==> config.mk <==
export PLATFORM = sky130hd
export DESIGN_NAME = cas_unit
export DESIGN_NICKNAME = d
export VERILOG_FILES = /design/src/rtl/cas_pkg.sv /design/src/rtl/cas_size_mask.sv /design/src/rtl/cas_merge.sv /design/src/rtl/cas_flag_gen.sv /design/src/rtl/cas_unit.sv
export SDC_FILE = /design/constraint.sdc
export NUM_CORES = 1
export LEC_CHECK = 0
export BUFFER_PORTS_ARGS = -buffer_cell sky130_fd_sc_hd__buf_2
export CAP_MARGIN = 40
export CORE_MARGIN = 1.5
export CORE_UTILIZATION = 45
export DETAILED_ROUTE_END_ITERATION = 12
export GPL_TIMING_DRIVEN = 0
export PLACE_DENSITY = 0.69
export RECOVER_POWER = 100
export SYNTH_ARGS = -nofsm -noshare
export SYNTH_HDL_FRONTEND = slang
export SYNTH_HIERARCHICAL = 1
export SYNTH_SLANG_ARGS = --single-unit
==> constraint.sdc <==
create_clock -name clk -period 4.4 [get_ports clk]
set_clock_uncertainty 0.2 [all_clocks]
set_input_delay 0.88 -clock clk [delete_from_list [all_inputs] [get_ports clk]]
set_output_delay 0.88 -clock clk [all_outputs]
set_load 0.05 [all_outputs]
==> src/rtl/cas_pkg.sv <==
package cas_pkg;
    localparam int CAS_W     = 64;
    localparam int SIZE_W    = 2;
    localparam int NUM_SIZES = 1 << SIZE_W;
    localparam int FLAG_W    = 6;

    localparam int FL_CF = 0;
    localparam int FL_PF = 1;
    localparam int FL_AF = 2;
    localparam int FL_ZF = 3;
    localparam int FL_SF = 4;
    localparam int FL_OF = 5;

    typedef enum logic [2:0] {
        ST_IDLE  = 3'd0,
        ST_READ  = 3'd1,
        ST_CMP   = 3'd2,
        ST_WRITE = 3'd3,
        ST_DONE  = 3'd4,
        ST_FAULT = 3'd5
    } cas_state_e;

    typedef struct packed {
        cas_state_e          st;
        logic [SIZE_W-1:0]   size;
        logic                lock;
        logic                mem;
        logic [CAS_W-1:0]    acc;
        logic [CAS_W-1:0]    src;
        logic [CAS_W-1:0]    dest;
        logic [CAS_W-1:0]    wdata;
        logic [CAS_W-1:0]    acc_new;
        logic                eq;
        logic [FLAG_W-1:0]   flags;
    } cas_regs_t;
endpackage

==> src/rtl/cas_size_mask.sv <==
module cas_size_mask #(
    parameter int W      = cas_pkg::CAS_W,
    parameter int SIZE_W = cas_pkg::SIZE_W
) (
    input  logic [SIZE_W-1:0] size,
    output logic [W-1:0]      mask
);
    localparam int NSZ = 1 << SIZE_W;

    logic [W-1:0] tab [NSZ];

    for (genvar g = 0; g < NSZ; g++) begin : g_tab
        localparam int BITS = 8 << g;
        assign tab[g] = {W{1'b1}} >> (W - BITS);
    end

    assign mask = tab[size];
endmodule

==> src/rtl/cas_merge.sv <==
module cas_merge #(
    parameter int W = cas_pkg::CAS_W
) (
    input  logic [W-1:0] base,
    input  logic [W-1:0] value,
    input  logic [W-1:0] mask,
    output logic [W-1:0] merged
);
    assign merged = (base & ~mask) | (value & mask);
endmodule

==> src/rtl/cas_flag_gen.sv <==
module cas_flag_gen #(
    parameter int W      = cas_pkg::CAS_W,
    parameter int SIZE_W = cas_pkg::SIZE_W
) (
    input  logic [W-1:0]              lhs,
    input  logic [W-1:0]              rhs,
    input  logic [W-1:0]              mask,
    input  logic [SIZE_W-1:0]         size,
    output logic                      equal,
    output logic [cas_pkg::FLAG_W-1:0] flags
);
    import cas_pkg::*;
    localparam int NSZ = 1 << SIZE_W;

    logic [W-1:0]   lm, rm;
    logic [W:0]     diff;
    logic [NSZ-1:0] top_d, top_l, top_r;
    logic           sd, sl, sr;
    logic [4:0]     nib;

    assign lm   = lhs & mask;
    assign rm   = rhs & mask;
    assign diff = {1'b0, lm} - {1'b0, rm};
    assign nib  = {1'b0, lm[3:0]} - {1'b0, rm[3:0]};

    for (genvar g = 0; g < NSZ; g++) begin : g_top
        localparam int MSB = (8 << g) - 1;
        assign top_d[g] = diff[MSB];
        assign top_l[g] = lm[MSB];
        assign top_r[g] = rm[MSB];
    end

    assign sd = top_d[size];
    assign sl = top_l[size];
    assign sr = top_r[size];

    always_comb begin
        equal        = (lm == rm);
        flags        = '0;
        flags[FL_CF] = diff[W];
        flags[FL_PF] = ~^diff[7:0];
        flags[FL_AF] = nib[4];
        flags[FL_ZF] = equal;
        flags[FL_SF] = sd;
        flags[FL_OF] = (sl != sr) && (sd != sl);
    end
endmodule

==> src/rtl/cas_unit.sv <==
module cas_unit
    import cas_pkg::*;
(
    input  logic                 clk,
    input  logic                 rst_n,
    input  logic                 req_valid,
    input  logic [SIZE_W-1:0]    req_size,
    input  logic                 req_lock,
    input  logic                 req_mem,
    input  logic [CAS_W-1:0]     acc_in,
    input  logic [CAS_W-1:0]     src_in,
    input  logic [CAS_W-1:0]     reg_dest_in,
    output logic                 mem_req,
    output logic                 mem_we,
    output logic                 mem_lock,
    input  logic [CAS_W-1:0]     mem_rdata,
    input  logic                 mem_ack,
    output logic                 busy,
    output logic                 done,
    output logic                 ud_fault,
    output logic [CAS_W-1:0]     acc_out,
    output logic                 acc_we,
    output logic [CAS_W-1:0]     dest_wdata,
    output logic                 dest_reg_we,
    output logic [FLAG_W-1:0]    flags_out
);
    cas_regs_t r_d, r_q;

    logic [CAS_W-1:0]  mask;
    logic [CAS_W-1:0]  dest_if_eq;
    logic [CAS_W-1:0]  acc_if_ne;
    logic              cmp_eq;
    logic [FLAG_W-1:0] cmp_flags;

    cas_size_mask #(.W(CAS_W), .SIZE_W(SIZE_W)) i_mask (
        .size (r_q.size),
        .mask (mask)
    );

    cas_merge #(.W(CAS_W)) i_merge_dest (
        .base   (r_q.dest),
        .value  (r_q.src),
        .mask   (mask),
        .merged (dest_if_eq)
    );

    cas_merge #(.W(CAS_W)) i_merge_acc (
        .base   (r_q.acc),
        .value  (r_q.dest),
        .mask   (mask),
        .merged (acc_if_ne)
    );

    cas_flag_gen #(.W(CAS_W), .SIZE_W(SIZE_W)) i_flags (
        .lhs   (r_q.acc),
        .rhs   (r_q.dest),
        .mask  (mask),
        .size  (r_q.size),
        .equal (cmp_eq),
        .flags (cmp_flags)
    );

    always_comb begin
        r_d = r_q;
        unique case (r_q.st)
            ST_IDLE: begin
                if (req_valid) begin
                    r_d.size = req_size;
                    r_d.lock = req_lock;
                    r_d.mem  = req_mem;
                    r_d.acc  = acc_in;
                    r_d.src  = src_in;
                    r_d.dest = reg_dest_in;
                    if (req_lock && !req_mem) begin
                        r_d.st = ST_FAULT;
                    end else if (req_mem) begin
                        r_d.st = ST_READ;
                    end else begin
                        r_d.st = ST_CMP;
                    end
                end
            end
            ST_READ: begin
                if (mem_ack) begin
                    r_d.dest = mem_rdata;
                    r_d.st   = ST_CMP;
                end
            end
            ST_CMP: begin
                r_d.eq      = cmp_eq;
                r_d.flags   = cmp_flags;
                r_d.wdata   = cmp_eq ? dest_if_eq : r_q.dest;
                r_d.acc_new = cmp_eq ? r_q.acc : acc_if_ne;
                r_d.st      = r_q.mem ? ST_WRITE : ST_DONE;
            end
            ST_WRITE: begin
                if (mem_ack) begin
                    r_d.st = ST_DONE;
                end
            end
            ST_DONE:  r_d.st = ST_IDLE;
            ST_FAULT: r_d.st = ST_IDLE;
            default:  r_d.st = ST_IDLE;
        endcase
    end

    always_ff @(posedge clk or negedge rst_n) begin
        if (!rst_n) begin
            r_q <= '0;
        end else begin
            r_q <= r_d;
        end
    end

    assign busy        = (r_q.st != ST_IDLE);
    assign done        = (r_q.st == ST_DONE) || (r_q.st == ST_FAULT);
    assign ud_fault    = (r_q.st == ST_FAULT);
    assign mem_req     = (r_q.st == ST_READ) || (r_q.st == ST_WRITE);
    assign mem_we      = (r_q.st == ST_WRITE);
    assign mem_lock    = r_q.lock && ((r_q.st == ST_READ) || (r_q.st == ST_CMP) ||
                                      (r_q.st == ST_WRITE));
    assign acc_we      = (r_q.st == ST_DONE) && !r_q.eq;
    assign acc_out     = r_q.acc_new;
    assign dest_wdata  = r_q.wdata;
    assign dest_reg_we = (r_q.st == ST_DONE) && !r_q.mem;
    assign flags_out   = r_q.flags;
endmodule

# After elaboration in Yosys (flattened, before gate mapping)

Cells that the tools add are included.

Add/sub/neg operators: 2
Magnitude comparators: 2
Reduce and logical (&&, ||, !) cells: 19
Bitwise gates (word level): 9
Mux-type cells: 20
Equality and inequality tests: 11

Operator list:

| operator                                            | number |
|---|---|
| bitwise AND 64 bit                                  | 5 |
| 2-to-1 mux 64 bit                                   | 5 |
| 2-to-1 mux 199 bit                                  | 1 |
| binary-select mux 64 bit (select 2 bit)             | 1 |
| OR 64 bit                                           | 2 |
| one-hot mux 64 bit (2 select lines)                 | 1 |
| subtractor 64 x 64 -> 65 bit                        | 1 |
| equality test 64 bit                                | 1 |
| inverter 64 bit                                     | 1 |
| 2-to-1 mux 3 bit                                    | 4 |
| one-hot mux 3 bit (4 select lines)                  | 1 |
| XNOR reduction 8 bit                                | 1 |
| binary-select mux 1 bit (select 2 bit)              | 3 |
| equality test 3 x 2 -> 1 bit, second input constant | 2 |
| equality test 3 bit, second input constant          | 2 |
| AND reduction 3 bit                                 | 2 |
| logical AND 1 bit                                   | 5 |
| subtractor 4 x 4 -> 5 bit                           | 1 |
| logical OR 1 bit                                    | 4 |
| inequality test 2 bit, second input constant        | 2 |
| equality test 3 x 1 -> 1 bit, second input constant | 1 |
| >= comparator 3 bit, second input constant          | 1 |
| zero test 1 bit                                     | 3 |
| zero test 3 bit                                     | 1 |
| other kinds (9)                                     | 12 |

Input bits: 264
Output and inout bits: 142
Register bits after elaboration: 334

# Depth between registers and ports, before layout

Gate-level depths: netlist of run 1.

Depth in word-level cells: 10
Mapped depth: 17
Gate-level depth less buffers: 14

# By module

Netlist of run 1, hierarchy kept.

By module, submodules not included:

| module        | seq. area each (um^2) | area each (um^2) | times used | cells an instance |
|---|---|---|---|---|
| cas_unit      | 8358.0                | 15832.7          | 1          | 1360 |
| cas_flag_gen  | 0.0                   | 2626.3           | 1          | 374 |
| cas_merge     | 0.0                   | 960.9            | 2          | 64 |
| cas_size_mask | 0.0                   | 483.0            | 1          | 65 |

# Least setup slack after synthesis of run 1

Ideal clock, no wire load.

Path type: register to register
Start: register r_q[330] (netlist bit)
End: register r_q, in the netlist flags_out[5]
Cell stages (with the launch flop): 15
Buffers on the path: 1
Library setup time: 125 ps
Required time: 4075 ps
Setup slack: 143 ps
Data arrival time: 3932 ps
Path through: dfrtp_1 -> and2_2 -> buf_4 -> and2_1 -> ha_1 -> a21oi_1 -> o21ai_1 -> a221o_1 -> a311o_1 -> a31oi_1 -> o41ai_2 -> xnor2_1 -> o22ai_2 -> mux4_2 -> mux2_2

Word-level cells in the longest chain between the ends: 10
Elaborated cells on any way between the ends: 16

RTL lines:

| what                                                      | RTL line                               | source |
|---|---|---|
| from (decl)                                               | cas_unit.sv:27                         | `cas_regs_t r_d, r_q;` |
| from (signal assigned)                                    | cas_unit.sv:111                        | `r_q <= r_d;` |
| inverter 2 -> 3 bit (not written as such) (*)             | cas_size_mask.sv:17                    | `assign mask = tab[size];` |
| binary-select mux 64 bit (select 2 bit) (*)               | cas_size_mask.sv:17                    |  |
| 2-to-1 mux 64 bit (not written as such) (*) (2 in series) | cas_size_mask.sv:17                    |  |
| via mask[32]                                              | cas_unit.sv:29                         | `logic [CAS_W-1:0] mask;` |
| bitwise AND 64 bit (on tied branches)                     | cas_flag_gen.sv:21, cas_flag_gen.sv:22 |  |
| subtractor 64 x 64 -> 65 bit (*)                          | cas_flag_gen.sv:23                     | `assign diff = {1'b0, lm} - {1'b0, rm};` |
| binary-select mux 1 bit (select 2 bit) (*)                | cas_flag_gen.sv:33                     | `assign sd = top_d[size];` |
| 2-to-1 mux 1 bit (not written as such) (*)                | cas_flag_gen.sv:33                     |  |
| via i_flags.sd                                            | cas_flag_gen.sv:18                     | `logic sd, sl, sr;` |
| inequality test 1 bit (*)                                 | cas_flag_gen.sv:45                     | `flags[FL_OF] = (sl != sr) && (sd != sl);` |
| logical AND 1 bit (*)                                     | cas_flag_gen.sv:45                     |  |
| via cmp_flags[5]                                          | cas_unit.sv:33                         | `logic [FLAG_W-1:0] cmp_flags;` |

The timed path passes the listed nets; every way through them passes the cells marked *. The select of a mux whose other input is x is not followed.
A chain may end at the register's enable or synchronous reset.

# Worst setup path in the final report of run 1

Start: register r_q[330] (netlist bit)
End: register r_q, in the netlist dest_wdata[35]

Elaborated cells on any way between the ends: 12

RTL lines:

| what                                                      | RTL line                               | source |
|---|---|---|
| inverter 2 -> 3 bit (not written as such) (*)             | cas_size_mask.sv:17                    |  |
| binary-select mux 64 bit (select 2 bit) (*)               | cas_size_mask.sv:17                    |  |
| 2-to-1 mux 64 bit (not written as such) (*) (2 in series) | cas_size_mask.sv:17                    |  |
| via mask[32]                                              | cas_unit.sv:29                         |  |
| bitwise AND 64 bit (on tied branches)                     | cas_flag_gen.sv:21, cas_flag_gen.sv:22 |  |
| equality test 64 bit (*)                                  | cas_flag_gen.sv:38                     | `equal = (lm == rm);` |
| via cmp_eq                                                | cas_unit.sv:32                         | `logic cmp_eq;` |
| 2-to-1 mux 64 bit (*)                                     | cas_unit.sv:92                         | `r_d.wdata = cmp_eq ? dest_if_eq : r_q.dest;` |

Marked as above.

==> metrics.md, run 1 <==
| Metric | Value |
|---|---|
| Violations in the final reports | max-capacitance violations, max-slew violations |
| Buffers from clock root to sink, at most | 3 |
| Layout cell share with drive strength beyond 1 | 39.3% |
| Via Count | 15500 |
| Floorplan die height | 218 µm |
| Number of enable-type register cells in the synthesized netlist | 0 |
| Terminus of the critical flop-to-flop path | dest_wdata[35]$_DFFE_PN0N_ |
| Number of global-route vias before repair | 15700 |
| Initial antenna violation count | 4 |
| Number of nets in the layout | 2725 |
| Total of max-cap violations | 2 |
| RD Place Congestion | 0.845 |
| Launching point of the worst reg2reg path | r_q[330]$_DFFE_PN0P_ |
| Arrival time of the worst setup path | 4.55 ns |
| Total of flip-flops plus latches after synthesis | 334 |
| Post-detailed-route count of antenna-violating nets | 0 |
| Netlist area before placement | 20900 µm² |
| Gr ovfl total | 0 |
| Final period util | 98.2% |
| Initial core utilization | 45.8% |
| Final Hold Violating Endpoints | 0 |
| Worst hold-check path type | flip-flop to flip-flop |
| Number of H-tree levels | 2 |
| Buffer cell driving the clock tree root | sky130_fd_sc_hd__clkbuf_16 |
| Area delta synth->final | 20.0% |
| Wirelength, routed | 59000 µm |
| Required time at the endpoint of the critical path | 4.63 ns |
| Die ar. | 47700 µm² |
| Fill cells | 4051 |
| Dominant register cell in the synthesized netlist | sky130_fd_sc_hd__dfrtp_1 |
| Fraction of registers with async set/reset | 100% |
| Number of top-level pins | 406 |
| Most numerous cell in the Yosys netlist | sky130_fd_sc_hd__dfrtp_1 |
| Area contributors post-synth | sky130_fd_sc_hd__dfrtp_1 (40%), sky130_fd_sc_hd__mux2_2 (11%), sky130_fd_sc_hd__mux2i_1 (9.3%), sky130_fd_sc_hd__mux2_4 (9.2%), sky130_fd_sc_hd__buf_4 (7.4%) |
| Type of origin of the critical path | flip-flop |
| Top cells by count, synth | sky130_fd_sc_hd__dfrtp_1 (334), sky130_fd_sc_hd__buf_4 (205), sky130_fd_sc_hd__mux2_2 (199) |
| Synthesized area per cell | 10.8 µm² |
| RSZ-0062 raised after global routing | true |
| Vias per Instance | 5.11 |
| Netlist cell types | 69 |
| Post-layout minimum cycle time | 4.32 ns |
| Register-to-register setup slack | 0.08 ns |
| Maximum number of pins on one net before global-route repair | 113 |
| Final Slew Violations | 221 |
| Worst hold slack | 0.307 ns |
| Die X-Extent | 218 µm |
| Cell row count | 78 |
| Max Clock Freq | 0.231 GHz |
| Status | finished, violations left |
| CTS sink count | 334 |
| Max-slew headroom | -5.57% |
| Core area | 45600 µm² |
| Count of synthesis-stage warnings from yosys | 6 |
| Skew-Pair Late Insertion Delay | 0.57 ns |
| HPWL after DPL | 43600 µm |
| Number of CTS-inserted buffers | 40 |
| Post-detailed-route wirelength per cell | 19.5 µm |
| Measured slew at the worst slew-check pin | 1.58 ns |
| Endpoint type of the worst setup path | flip-flop |
| Synth top area share | 40.1% |
| Biggest area consumer among synthesized cells | sky130_fd_sc_hd__dfrtp_1 |
| Crit path max fanout | 19 |
| Iteration-0 DRC count of the detailed router | 736 |
| Post-synthesis instance total | 1927 |
| Leakage power | 0.0119 µW |
| Detailed-route DRC error count | 0 |
| Global-route wire length before repair | 88700 µm |
| IR Drop Worst-Case VDD | 0.490 mV |
| Critical path endpoint | dest_wdata[35]$_DFFE_PN0N_ |
| Clock tree from TritonCTS | built |
| Number of cells on the worst hold path | 1 |
| Critical path launch point | r_q[330]$_DFFE_PN0P_ |
| Buffers on Ports | 405 |
| Worst Reg-to-Reg Cells | 18 |
| First-pass iteration count of the detailed router | 5 |
| Power Dens Cells | 894 nW/µm² |
| Final core utilization | 54.9% |
| Clock Pin Slew Worst Setup and Hold Paths | 0.06 ns |
| Setup violations, final | 0 |
| Sequential area share after synthesis | 40.1% |
| Worst Setup Path Type | flip-flop to flip-flop |
| Global-route usage over all layers | 24.5% |
==> worst max-delay path: stages (launching register included) <==
cell                       delay, ns
sky130_fd_sc_hd__dfrtp_2        0.45
sky130_fd_sc_hd__and2_4         0.20
sky130_fd_sc_hd__buf_16         0.16
sky130_fd_sc_hd__buf_4          0.16
sky130_fd_sc_hd__and2_1         0.14
sky130_fd_sc_hd__ha_1           0.34
sky130_fd_sc_hd__nand4_1        0.26
sky130_fd_sc_hd__inv_2          0.12
sky130_fd_sc_hd__nand3_1        0.16
sky130_fd_sc_hd__nor3_4         0.31
sky130_fd_sc_hd__nand3_2        0.17
sky130_fd_sc_hd__inv_1          0.11
sky130_fd_sc_hd__nand2_1        0.07
sky130_fd_sc_hd__nor4_2         0.28
sky130_fd_sc_hd__clkbuf_2       0.21
sky130_fd_sc_hd__buf_8          0.21
sky130_fd_sc_hd__buf_6          0.22
sky130_fd_sc_hd__mux2i_1        0.28
sky130_fd_sc_hd__a21oi_1        0.10
==> registers in the layout, summed over array words and instances, names as in the netlist <==
register,count
r_q,200
acc_out,64
dest_wdata,64
flags_out,6
==> cells by family (layout without fill, tap and decap cells) <==
group | Yosys count | after routing | synth area share [%]
XOR/XNOR | 14 | 14 | 0.588
AO/OA/AOI/OAI | 217 | 217 | 5.98
other | 1 | 9 | 0.0180
multiplexers | 525 | 525 | 29.5
flip-flops | 334 | 334 | 40.1
AND/OR/NAND/NOR | 414 | 414 | 9.13
buffers and inverters | 357 | 851 | 10.8
adder cells (fa/ha/maj) | 65 | 65 | 3.93
==> where the power goes <==
group	internal, µW	total (µW)	switching [µW]
registers	4610	5840	1220
clock network	1940	3300	1370
logic	5990	13300	7260
total	12500	22400	9850
==> final cells by class <==
type / count / area [µm²] / share of cell area (%)
tap: 600 / 751 / 3.00
clock inverter: 14 / 90.1 / 0.360
inverter: 76 / 288 / 1.15
buffer: 281 / 1960 / 7.83
sequential: 334 / 8360 / 33.4
antenna: 1 / 2.50 / 0.00999
timing repair buffer: 420 / 2030 / 8.11
multi-input combinational: 1243 / 10300 / 41.2
clock buffer: 60 / 1230 / 4.90
==> cells in the final DEF (no fill, tap or decap), types with 13 or more instances in the layout <==
cell type and count:
sky130_fd_sc_hd__a21oi_1 156, sky130_fd_sc_hd__nor2_1 143, sky130_fd_sc_hd__buf_4 205, sky130_fd_sc_hd__mux2_4 128, sky130_fd_sc_hd__buf_2 295, sky130_fd_sc_hd__clkbuf_1 182
sky130_fd_sc_hd__o21ai_0 13, sky130_fd_sc_hd__clkbuf_8 14, sky130_fd_sc_hd__buf_6 14, sky130_fd_sc_hd__clkbuf_16 41, sky130_fd_sc_hd__and2_1 64, sky130_fd_sc_hd__ha_1 64
sky130_fd_sc_hd__mux2_2 199, sky130_fd_sc_hd__dfrtp_1 332, sky130_fd_sc_hd__nand2_1 145, sky130_fd_sc_hd__inv_1 74, sky130_fd_sc_hd__mux2i_1 193
==> what timing repair did <==
| item | in CTS | in global routing |
|---|---|---|
| setup buffers | 2 | 4 |
| endpoints found under the hold margin | 20 | 0 |
| cloned | 0 | 0 |
| resized for setup | 29 | 12 |
| pin swaps | 2 | 5 |
| hold buffers | 1 | 0 |
| endpoints found under the setup margin | 131 | 123 |
==> metal layers <==
metal / vias to the layer above / routed length, µm / GRT usage, % / share of wire (%)
met5: - / 11 / 0 / 0.019
met3: 93 / 2710 / 3.69 / 4.6
met2: 408 / 28300 / 40.9 / 48
met4: 2 / 1640 / 8.34 / 2.8
met1: 7603 / 26400 / 32.3 / 45
li1: 7385 / - / - / -
==> through the flow <==
stage | cells | setup slack, ns | power (µW) | setup TNS [ns] | area [µm²]
floorplan | 1934 | 0.143 | 16000 | 0 | 20900
global placement | 2939 | -4.42 | 18800 | -1691.94 | 23700
detailed placement | 2947 | -1.33 | 19200 | -122.01 | 23900
CTS | 3024 | 0.0112 | 22700 | 0 | 25300
global route | 3029 | -0.0337 | 23800 | -0.178 | 25000
finish | 3029 | 0.0779 | 22400 | 0 | 25000
==> worst min-delay path by stage <==
stage,to,slack (ns),from
2_1_floorplan,r_q[328]$_DFFE_PN0P_,0.27,r_q[328]$_DFFE_PN0P_
3_3_place_gp,r_q[245]$_DFFE_PN0P_,0.29,r_q[245]$_DFFE_PN0P_
3_5_place_dp,r_q[202]$_DFFE_PN0P_,0.30,r_q[202]$_DFFE_PN0P_
4_1_cts,r_q[332]$_DFFE_PN0P_,0.31,mem_ack
5_1_grt,flags_out[5]$_DFFE_PN0N_,0.32,flags_out[5]$_DFFE_PN0N_
6_report,flags_out[0]$_DFFE_PN0N_,0.31,flags_out[0]$_DFFE_PN0N_
Power figures use the tool's default switching activity.
==> inputs of run 2 (changes only) <==
Settings changed: CTS_BUF_LIST from default to sky130_fd_sc_hd__clkbuf_8 sky130_fd_sc_hd__clkbuf_16.
==> run 2 against run 1 <==
Against the previous run: non-clock buffer count unchanged; final cell count about the same; global-route usage hardly changed; the flow still finishes with violations (max-capacitance violations, max-slew violations); die area is the same; via count barely moved; critical path type unchanged; largest cell class unchanged; largest power group unchanged; maximum frequency rose by 0.35%.
==> metrics.md, run 2 (synthesis results as in run 1) <==
| Metric | Value |
|---|---|
| Buffer cell driving the clock tree root | sky130_fd_sc_hd__clkbuf_16 |
| Arrival time of the worst setup path | 4.54 ns (about the same) |
| Post-layout total power | 22400 µW (about the same) |
| Detailed-route DRC error count | 0 (unchanged) |
| Via Count | 15500 (-0.0065%) |
| Area delta synth->final | 20.0% (about the same) |
| Critical path launch point | r_q[330]$_DFFE_PN0P_ |
| Max Clock Freq | 0.232 GHz (+0.35%) |
| Endpoint type of the worst setup path | flip-flop |
| Portion of total power attributed to sequential cells | 26.1% (about the same) |
| Number of CTS-inserted buffers | 40 (unchanged) |
| Status | finished, violations left |
| Post-detailed-route count of antenna-violating nets | 0 (unchanged) |
| Total net switching power | 9860 µW (about the same) |
| Largest register FFs | 200 (unchanged) |
| Die ar. | 47700 µm² (unchanged) |
| Placed standard-cell area | 23900 µm² (unchanged) |
| Required time at the endpoint of the critical path | 4.63 ns (about the same) |
| Initial antenna violation count | 4 (unchanged) |
| Crit path max fanout | 19 (unchanged) |
| Maximum number of pins on one net before global-route repair | 113 (unchanged) |
| RD Place Congestion | 0.845 (unchanged) |
| Worst hold-check path type | flip-flop to flip-flop |
| First-pass iteration count of the detailed router | 5 (unchanged) |
| HPWL after DPL | 43600 µm (unchanged) |
| Critical path endpoint | dest_wdata[35]$_DFFE_PN0N_ |
| Number of top-level pins | 406 (unchanged) |
| Post-layout minimum cycle time | 4.31 ns (-0.0150 ns) |
| Layout cell share with drive strength beyond 1 | 39.3% (unchanged) |
| CTS sink count | 334 (unchanged) |
| Register-to-register setup slack | 0.09 ns (+0.02 ns) |
| Post-detailed-route wirelength per cell | 19.5 µm (-0.12%) |
| Number of H-tree levels | 2 (unchanged) |
| Leakage power | 0.0119 µW (+0.21%) |
| Setup violations, final | 0 (unchanged) |
| Final Slew Violations | 221 (unchanged) |
| Most frequent standard cell in the layout excluding fill and tap cells | sky130_fd_sc_hd__dfrtp_1 |
| Worst hold slack | 0.307 ns (+0.00000400 ns) |
| Type of origin of the critical path | flip-flop |
| Max-slew headroom | -5.52% (+0.048 points) |
| Post-layout instance area | 25000 µm² (about the same) |
| Most frequent cells in the layout | sky130_fd_sc_hd__dfrtp_1 (332), sky130_fd_sc_hd__buf_2 (295), sky130_fd_sc_hd__buf_4 (205), sky130_fd_sc_hd__mux2_2 (199), sky130_fd_sc_hd__mux2i_1 (193) |
| Measured slew at the worst slew-check pin | 1.58 ns (-0.000727 ns) |
| Final core utilization | 54.9% (about the same) |
| Worst Reg-to-Reg Cells | 18 (unchanged) |
| Vias per Instance | 5.11 (about the same) |
| Clock power share | 14.7% (about the same) |
| Buffers on Ports | 405 (unchanged) |
| Gr ovfl total | 0 (unchanged) |
| Skew-Pair Late Insertion Delay | 0.57 ns (about the same) |
| Clock tree from TritonCTS | built |
| Cell row count | 78 (unchanged) |
| Floorplan die height | 218 µm (unchanged) |
| Violations in the final reports | max-capacitance violations, max-slew violations |
| Terminus of the critical flop-to-flop path | dest_wdata[35]$_DFFE_PN0N_ |
| Worst Setup Path Type | flip-flop to flip-flop |
| Launching point of the worst reg2reg path | r_q[330]$_DFFE_PN0P_ |
| Global-route wire length before repair | 88700 µm (about the same) |
| Core area | 45600 µm² (unchanged) |
| IR Drop Worst-Case VDD | 0.490 mV (about the same) |
| Iteration-0 DRC count of the detailed router | 757 (+2.9%) |
| Internal power | 12500 µW (-0.11%) |
| Clock Pin Slew Worst Setup and Hold Paths | 0.06 ns (about the same) |
| Number of global-route vias before repair | 15700 (+0.013%) |
| Largest reg by FF count | r_q |
| Initial core utilization | 45.8% (unchanged) |
| Comb power frac | 59.2% (about the same) |
| Power Dens Cells | 894 nW/µm² (about the same) |
| Wirelength, routed | 59000 µm (about the same) |
| Buffers from clock root to sink, at most | 3 (unchanged) |
| Final period util | 97.9% (-0.34 points) |
| Global-route usage over all layers | 24.5% (about the same) |
| Total of max-cap violations | 2 (unchanged) |
| Fraction of power spent switching nets | 44.0% (about the same) |
| RSZ-0062 raised after global routing | true |
| Final Hold Violating Endpoints | 0 (unchanged) |
| Die X-Extent | 218 µm (unchanged) |
| Number of nets in the layout | 2725 (unchanged) |
[run 2: cell count changes in the layout (fill, tap and decap cells not counted)]
cell	previous run	this run
sky130_fd_sc_hd__clkbuf_1	182	176
sky130_fd_sc_hd__diode_2	1	2
sky130_fd_sc_hd__inv_1	74	80
[run 2: layer usage]
metal | vias to the layer above | routed length, µm | track usage [%]
met1 | 7608 | 26300 | 32.3
met2 | 402 | 28300 | 40.9
met4 | 2 | 1550 | 8.34
li1 | 7386 | - | -
met5 | - | 11 | 0
met3 | 92 | 2820 | 3.69
[run 2: layout make-up]
class / instances / area, µm²
Antenna cell: 2 / 5.00
Fill cell: 4052 / 20500
Inverter: 76 / 288
Sequential cell: 334 / 8360
Clock inverter: 20 / 113
Clock buffer: 54 / 1200
Multi-Input combinational cell: 1243 / 10300
Tap cell: 600 / 751
Timing Repair Buffer: 420 / 2030
Buffer: 281 / 1960
[run 2: stage by stage]
step | cells | setup TNS, ns | setup WS (ns)
floorplan | 1934 | 0 | 0.143
global placement | 2939 | -1691.94 | -4.42
detailed placement | 2947 | -122.01 | -1.33
CTS | 3024 | 0 | 0.0113
global route | 3029 | -0.178 | -0.0335
finish | 3030 | 0 | 0.0929
[run 2: repair_timing]
action                                  CTS  global route
pin swaps                                 2             5
endpoints found under the setup margin  131           123
gates resized for setup                  29            12
hold buffers                              1             0
buffers inserted                          2             4
endpoints found under the hold margin    20             0
[run 2: worst max-delay path, cell delays in order, from the launching register on]
cell and delay (ns):
sky130_fd_sc_hd__dfrtp_2 0.45, sky130_fd_sc_hd__and2_4 0.20, sky130_fd_sc_hd__buf_16 0.16, sky130_fd_sc_hd__buf_4 0.16
sky130_fd_sc_hd__and2_1 0.14, sky130_fd_sc_hd__ha_1 0.34, sky130_fd_sc_hd__nand4_1 0.26, sky130_fd_sc_hd__inv_2 0.12
sky130_fd_sc_hd__nand3_1 0.16, sky130_fd_sc_hd__nor3_4 0.31, sky130_fd_sc_hd__nand3_2 0.17, sky130_fd_sc_hd__inv_1 0.11
sky130_fd_sc_hd__nand2_1 0.07, sky130_fd_sc_hd__nor4_2 0.28, sky130_fd_sc_hd__clkbuf_2 0.21, sky130_fd_sc_hd__buf_8 0.20
sky130_fd_sc_hd__buf_6 0.21, sky130_fd_sc_hd__mux2i_1 0.28, sky130_fd_sc_hd__a21oi_1 0.10
[run 2: power groups by stage]
stage / registers [µW] / logic [µW] / clock network, µW
after global routing: 6040 / 14300 / 3490
after CTS: 5830 / 13500 / 3370
after global placement: 5820 / 13000 / 0
after detailed placement: 5870 / 13300 / 0
final: 5830 / 13300 / 3290
after floorplan: 5470 / 10600 / 0
[run 2: worst min-delay path by stage]
stage / from / endpoint / cells past startpoint
finish: flags_out[0]$_DFFE_PN0N_ / flags_out[0]$_DFFE_PN0N_ / 1
global route: flags_out[5]$_DFFE_PN0N_ / flags_out[5]$_DFFE_PN0N_ / 1
CTS: mem_ack / r_q[332]$_DFFE_PN0P_ / 2
detailed placement: r_q[202]$_DFFE_PN0P_ / r_q[202]$_DFFE_PN0P_ / 1
global placement: r_q[245]$_DFFE_PN0P_ / r_q[245]$_DFFE_PN0P_ / 1
floorplan: r_q[328]$_DFFE_PN0P_ / r_q[328]$_DFFE_PN0P_ / 1
==> inputs of run 3 (changes only) <==
Settings changed: ABC_AREA from default to 1.
==> run 3 against run 2 <==
Against the previous run: the run still ends with max-capacitance violations, max-slew violations left; sequential cell count did not move; sequential power fell by 3.8%; routed wire length rose by 19%; core utilization fell by 0.64 points; critical path type unchanged.
==> metrics.md, run 3 <==
| Metric | Value |
|---|---|
| Sequential area share after synthesis | 39.5% (-0.53 points) |
| Worst Setup Path Type | flip-flop to flip-flop |
| CP bufs+invs | 10 (+3) |
| First-pass iteration count of the detailed router | 7 (+2) |
| Global-route wire length before repair | 106000 µm (+20%) |
| Most numerous cell in the Yosys netlist | sky130_fd_sc_hd__nand2_1 |
| Arrival time of the worst setup path | 4.43 ns (-0.11 ns) |
| Setup slack at placement | -1.21 ns (+0.124 ns) |
| Worst-case hold path end point | r_q[251]$_DFFE_PN0P_ |
| Initial antenna violation count | 4 (unchanged) |
| Max-slew headroom | -30.6% (-25 points) |
| Dominant delay contributor by cell family on the critical path | buffers and inverters |
| Synth top area share | 39.5% (-0.53 points) |
| Gr ovfl total | 0 (unchanged) |
| Count of synthesis-stage warnings from yosys | 6 (unchanged) |
| Total of max-cap violations | 2 (unchanged) |
| Buffers from clock root to sink, at most | 3 (unchanged) |
| Worst Reg-to-Reg Cells | 22 (+4) |
| Final Slew Violations | 131 (-41%) |
| Most frequent cells in the layout | sky130_fd_sc_hd__nand2_1 (1458), sky130_fd_sc_hd__dfrtp_1 (333), sky130_fd_sc_hd__buf_2 (302), sky130_fd_sc_hd__inv_1 (290), sky130_fd_sc_hd__nor2_1 (228) |
| Detailed-route DRC error count | 0 (unchanged) |
| Global-route usage over all layers | 29.0% (+4.6 points) |
| Fill cells | 4722 (+17%) |
| Endpoint type of the worst setup path | flip-flop |
| Power Dens Cells | 819 nW/µm² (-8.3%) |
| Final period util | 94.9% (-3.0 points) |
| Core area | 46500 µm² (+1.9%) |
| Violations in the final reports | max-capacitance violations, max-slew violations |
| RD Place Congestion | 0.860 (+1.7%) |
| Netlist cell types | 44 (-36%) |
| Buffers on Ports | 405 (unchanged) |
| Biggest area consumer among synthesized cells | sky130_fd_sc_hd__dfrtp_1 |
| Maximum number of pins on one net before global-route repair | 103 (-8.8%) |
| Final Hold Violating Endpoints | 0 (unchanged) |
| Largest reg by FF count | r_q |
| Die X-Extent | 220 µm (+0.66%) |
| Measured slew at the worst slew-check pin | 1.96 ns (+0.376 ns) |
| Register-to-register setup slack | 0.22 ns (+0.13 ns) |
| HPWL after DPL | 52200 µm (+20%) |
| Status | finished, violations left |
| Launching point of the worst reg2reg path | r_q[330]$_DFFE_PN0P_ |
| Buffer cell driving the clock tree root | sky130_fd_sc_hd__clkbuf_16 |
| HP Start | r_q[251]$_DFFE_PN0P_ |
| Initial core utilization | 45.5% (-0.26 points) |
| CP cell instances | buf_8 > nand2_1 > inv_4 > buf_12 > buf_4 > nand2_1 > inv_1 > ha_4 > nand2_1 > nor2_1 > nand4_1 > inv_1 > nand4_1 > buf_4 > nor4_1 > nand3b_1 > nor2_1 > buf_6 > inv_1 > clkbuf_1 > nor2_1 > o31ai_1 |
| Largest stage delay on the critical path | 0.42 ns (-0.03 ns) |
| Skew-Pair Late Insertion Delay | 0.58 ns (about the same) |
| IR Drop Worst-Case VDD | 0.453 mV (-7.5%) |
| Dominant register cell in the synthesized netlist | sky130_fd_sc_hd__dfrtp_1 |
| Clock tree from TritonCTS | built |
| CTS sink count | 334 (unchanged) |
| Number of cells on the worst hold path | 2 (+1) |
| CTS Hold Bufs | 0 (-1) |
| Worst hold-check path type | flip-flop to flip-flop |
| Clock Pin Slew Worst Setup and Hold Paths | 0.06 ns (about the same) |
| Fraction of registers with async set/reset | 100% (unchanged) |
| Setup violations, final | 0 (unchanged) |
| Number of H-tree levels | 2 (unchanged) |
| Post-detailed-route wirelength per cell | 16.8 µm (-14%) |
| Number of enable-type register cells in the synthesized netlist | 0 (unchanged) |
| Placed standard-cell area | 24100 µm² (+0.97%) |
| Type of origin of the critical path | flip-flop |
| Die ar. | 48300 µm² (+1.3%) |
| Most frequent standard cell in the layout excluding fill and tap cells | sky130_fd_sc_hd__nand2_1 |
| Largest register FFs | 200 (unchanged) |
| Post-layout minimum cycle time | 4.18 ns (-0.131 ns) |
| Synthesized area per cell | 6.84 µm² (-37%) |
| Terminus of the critical flop-to-flop path | dest_wdata[2]$_DFFE_PN0N_ |
| Number of global-route vias before repair | 18600 (+18%) |
| Total of flip-flops plus latches after synthesis | 334 (unchanged) |
| Number of nets in the layout | 3883 (+42%) |
| Required time at the endpoint of the critical path | 4.66 ns (+0.03 ns) |
| Netlist area before placement | 21100 µm² (+1.3%) |
| Layout cell share with drive strength beyond 1 | 17.4% (-22 points) |
| Wirelength, routed | 70400 µm (+19%) |
| Post-synthesis instance total | 3091 (+60%) |
| Vias per Instance | 4.85 (-5.0%) |
| Area contributors post-synth | sky130_fd_sc_hd__dfrtp_1 (40%), sky130_fd_sc_hd__nand2_1 (26%), sky130_fd_sc_hd__buf_4 (7.5%), sky130_fd_sc_hd__inv_1 (5.0%), sky130_fd_sc_hd__nor2_1 (4.0%) |
| Cell at the slowest stage of the critical path | sky130_fd_sc_hd__dfrtp_2 |
| Cell row count | 79 (+1.3%) |
| Number of CTS-inserted buffers | 40 (unchanged) |
| Post-route worst setup slack | 0.224 ns (+0.131 ns) |
| Area delta synth->final | 19.3% |
| RSZ-0062 raised after global routing | false |
| Crit path max fanout | 16 (-3) |
| Top cells by count, synth | sky130_fd_sc_hd__nand2_1 (1458), sky130_fd_sc_hd__dfrtp_1 (334), sky130_fd_sc_hd__inv_1 (281) |
| Number of top-level pins | 406 (unchanged) |
| Post-layout instance area | 25200 µm² (+0.75%) |
| Via Count | 20400 (+31%) |
| Floorplan die height | 220 µm (+0.66%) |
| Post-detailed-route count of antenna-violating nets | 0 (unchanged) |
| Iteration-0 DRC count of the detailed router | 1588 (+110%) |
| Max Clock Freq | 0.239 GHz (+3.1%) |
| Leakage power | 0.0143 µW (+20%) |
run 3: changes by cell type in the layout (fill, tap and decap cells not counted), moves of 63 or more:
cell | before | now
sky130_fd_sc_hd__mux2_4 | 128 | 0
sky130_fd_sc_hd__and2_1 | 64 | 1
sky130_fd_sc_hd__mux2i_1 | 193 | 0
sky130_fd_sc_hd__a21oi_1 | 156 | 39
sky130_fd_sc_hd__o31ai_1 | 0 | 95
sky130_fd_sc_hd__o21ai_0 | 13 | 159
sky130_fd_sc_hd__mux2_2 | 199 | 0
sky130_fd_sc_hd__nor2_1 | 143 | 228
sky130_fd_sc_hd__nand2_1 | 145 | 1458
sky130_fd_sc_hd__inv_1 | 80 | 290
run 3: per-layer routing:
| metal | part of all wire [%] | GRT usage, % |
|---|---|---|
| met5 | 0.020 | 0 |
| met4 | 3.5 | 10.7 |
| met3 | 6.3 | 4.18 |
| met2 | 45 | 45.9 |
| met1 | 45 | 40.4 |
run 3: cell families after synthesis:
family                     after synthesis  share of synthesized area (%)
adders and majority gates               65                           3.88
and+or+nand+nor                       1741                           31.6
buffers and inverters                  604                           15.2
AOI/OAI and AO/OA                      332                           9.25
DFF                                    334                           39.5
other                                    1                         0.0177
xor gates and xnor gates                14                          0.580
run 3: worst reg2reg max path: stages (launching register included):
cell and delay (ns):
sky130_fd_sc_hd__dfrtp_2 0.42, sky130_fd_sc_hd__buf_8 0.15, sky130_fd_sc_hd__nand2_1 0.11, sky130_fd_sc_hd__inv_4 0.09, sky130_fd_sc_hd__buf_12 0.17, sky130_fd_sc_hd__buf_4 0.16, sky130_fd_sc_hd__nand2_1 0.11, sky130_fd_sc_hd__inv_1 0.09
sky130_fd_sc_hd__ha_4 0.31, sky130_fd_sc_hd__nand2_1 0.07, sky130_fd_sc_hd__nor2_1 0.16, sky130_fd_sc_hd__nand4_1 0.12, sky130_fd_sc_hd__inv_1 0.08, sky130_fd_sc_hd__nand4_1 0.07, sky130_fd_sc_hd__buf_4 0.19, sky130_fd_sc_hd__nor4_1 0.18
sky130_fd_sc_hd__nand3b_1 0.12, sky130_fd_sc_hd__nor2_1 0.16, sky130_fd_sc_hd__buf_6 0.21, sky130_fd_sc_hd__inv_1 0.14, sky130_fd_sc_hd__clkbuf_1 0.42, sky130_fd_sc_hd__nor2_1 0.24, sky130_fd_sc_hd__o31ai_1 0.10
run 3: area by class of cell:
type | count | area (µm²) | share of cell area [%]
flip-flops and latches | 334 | 8360 | 33.1
clock inverters | 20 | 216 | 0.858
repair buffers | 414 | 1970 | 7.83
plain buffers | 317 | 2080 | 8.23
multi-input cells | 2160 | 9600 | 38.0
well taps | 607 | 759 | 3.01
diodes | 2 | 5.00 | 0.0198
clock buffers | 51 | 1160 | 4.61
inverters | 287 | 1080 | 4.28
run 3: power by group:
group	switching (µW)	internal (µW)	total [µW]
Combinational	7840	3730	11600
Clock	1400	2100	3500
Sequential	1160	4440	5610
Total	10400	10300	20700
run 3: how the worst max path moves through the flow:
stage	slack, ns	cells past startpoint	end	start
2_1_floorplan	0.40	18	dest_wdata[10]$_DFFE_PN0N_	r_q[330]$_DFFE_PN0P_
3_3_place_gp	-4.54	1	dest_wdata[52]$_DFFE_PN0N_	rst_n
3_5_place_dp	-1.21	20	dest_wdata[28]$_DFFE_PN0N_	r_q[330]$_DFFE_PN0P_
4_1_cts	0.009	21	dest_wdata[28]$_DFFE_PN0N_	r_q[330]$_DFFE_PN0P_
5_1_grt	0.03	20	acc_out[44]$_DFFE_PN0N_	r_q[330]$_DFFE_PN0P_
6_report	0.22	22	dest_wdata[2]$_DFFE_PN0N_	r_q[330]$_DFFE_PN0P_
run 3: stage by stage:
stage	TNS [ns]	util [%]	total power, µW	hold WS, ns	cells
floorplan	0	-	14000	0.242	3098
global placement	-1755.39	51.6	17200	0.255	4110
detailed placement	-113.92	51.8	17300	0.258	4115
CTS	0	54.9	21000	0.0542	4189
global route	0	54.3	22300	0.289	4192
finish	0	54.3	20700	0.265	4192
run 3: what timing repair did:
| item | in CTS | in global routing |
|---|---|---|
| gates resized for setup | 24 | 22 |
| setup buffers | 3 | 0 |
| gates cloned | 0 | 1 |
| endpoints found under the setup margin | 129 | 120 |
| pin swaps | 0 | 0 |
| hold endpoints to repair | 0 | 0 |
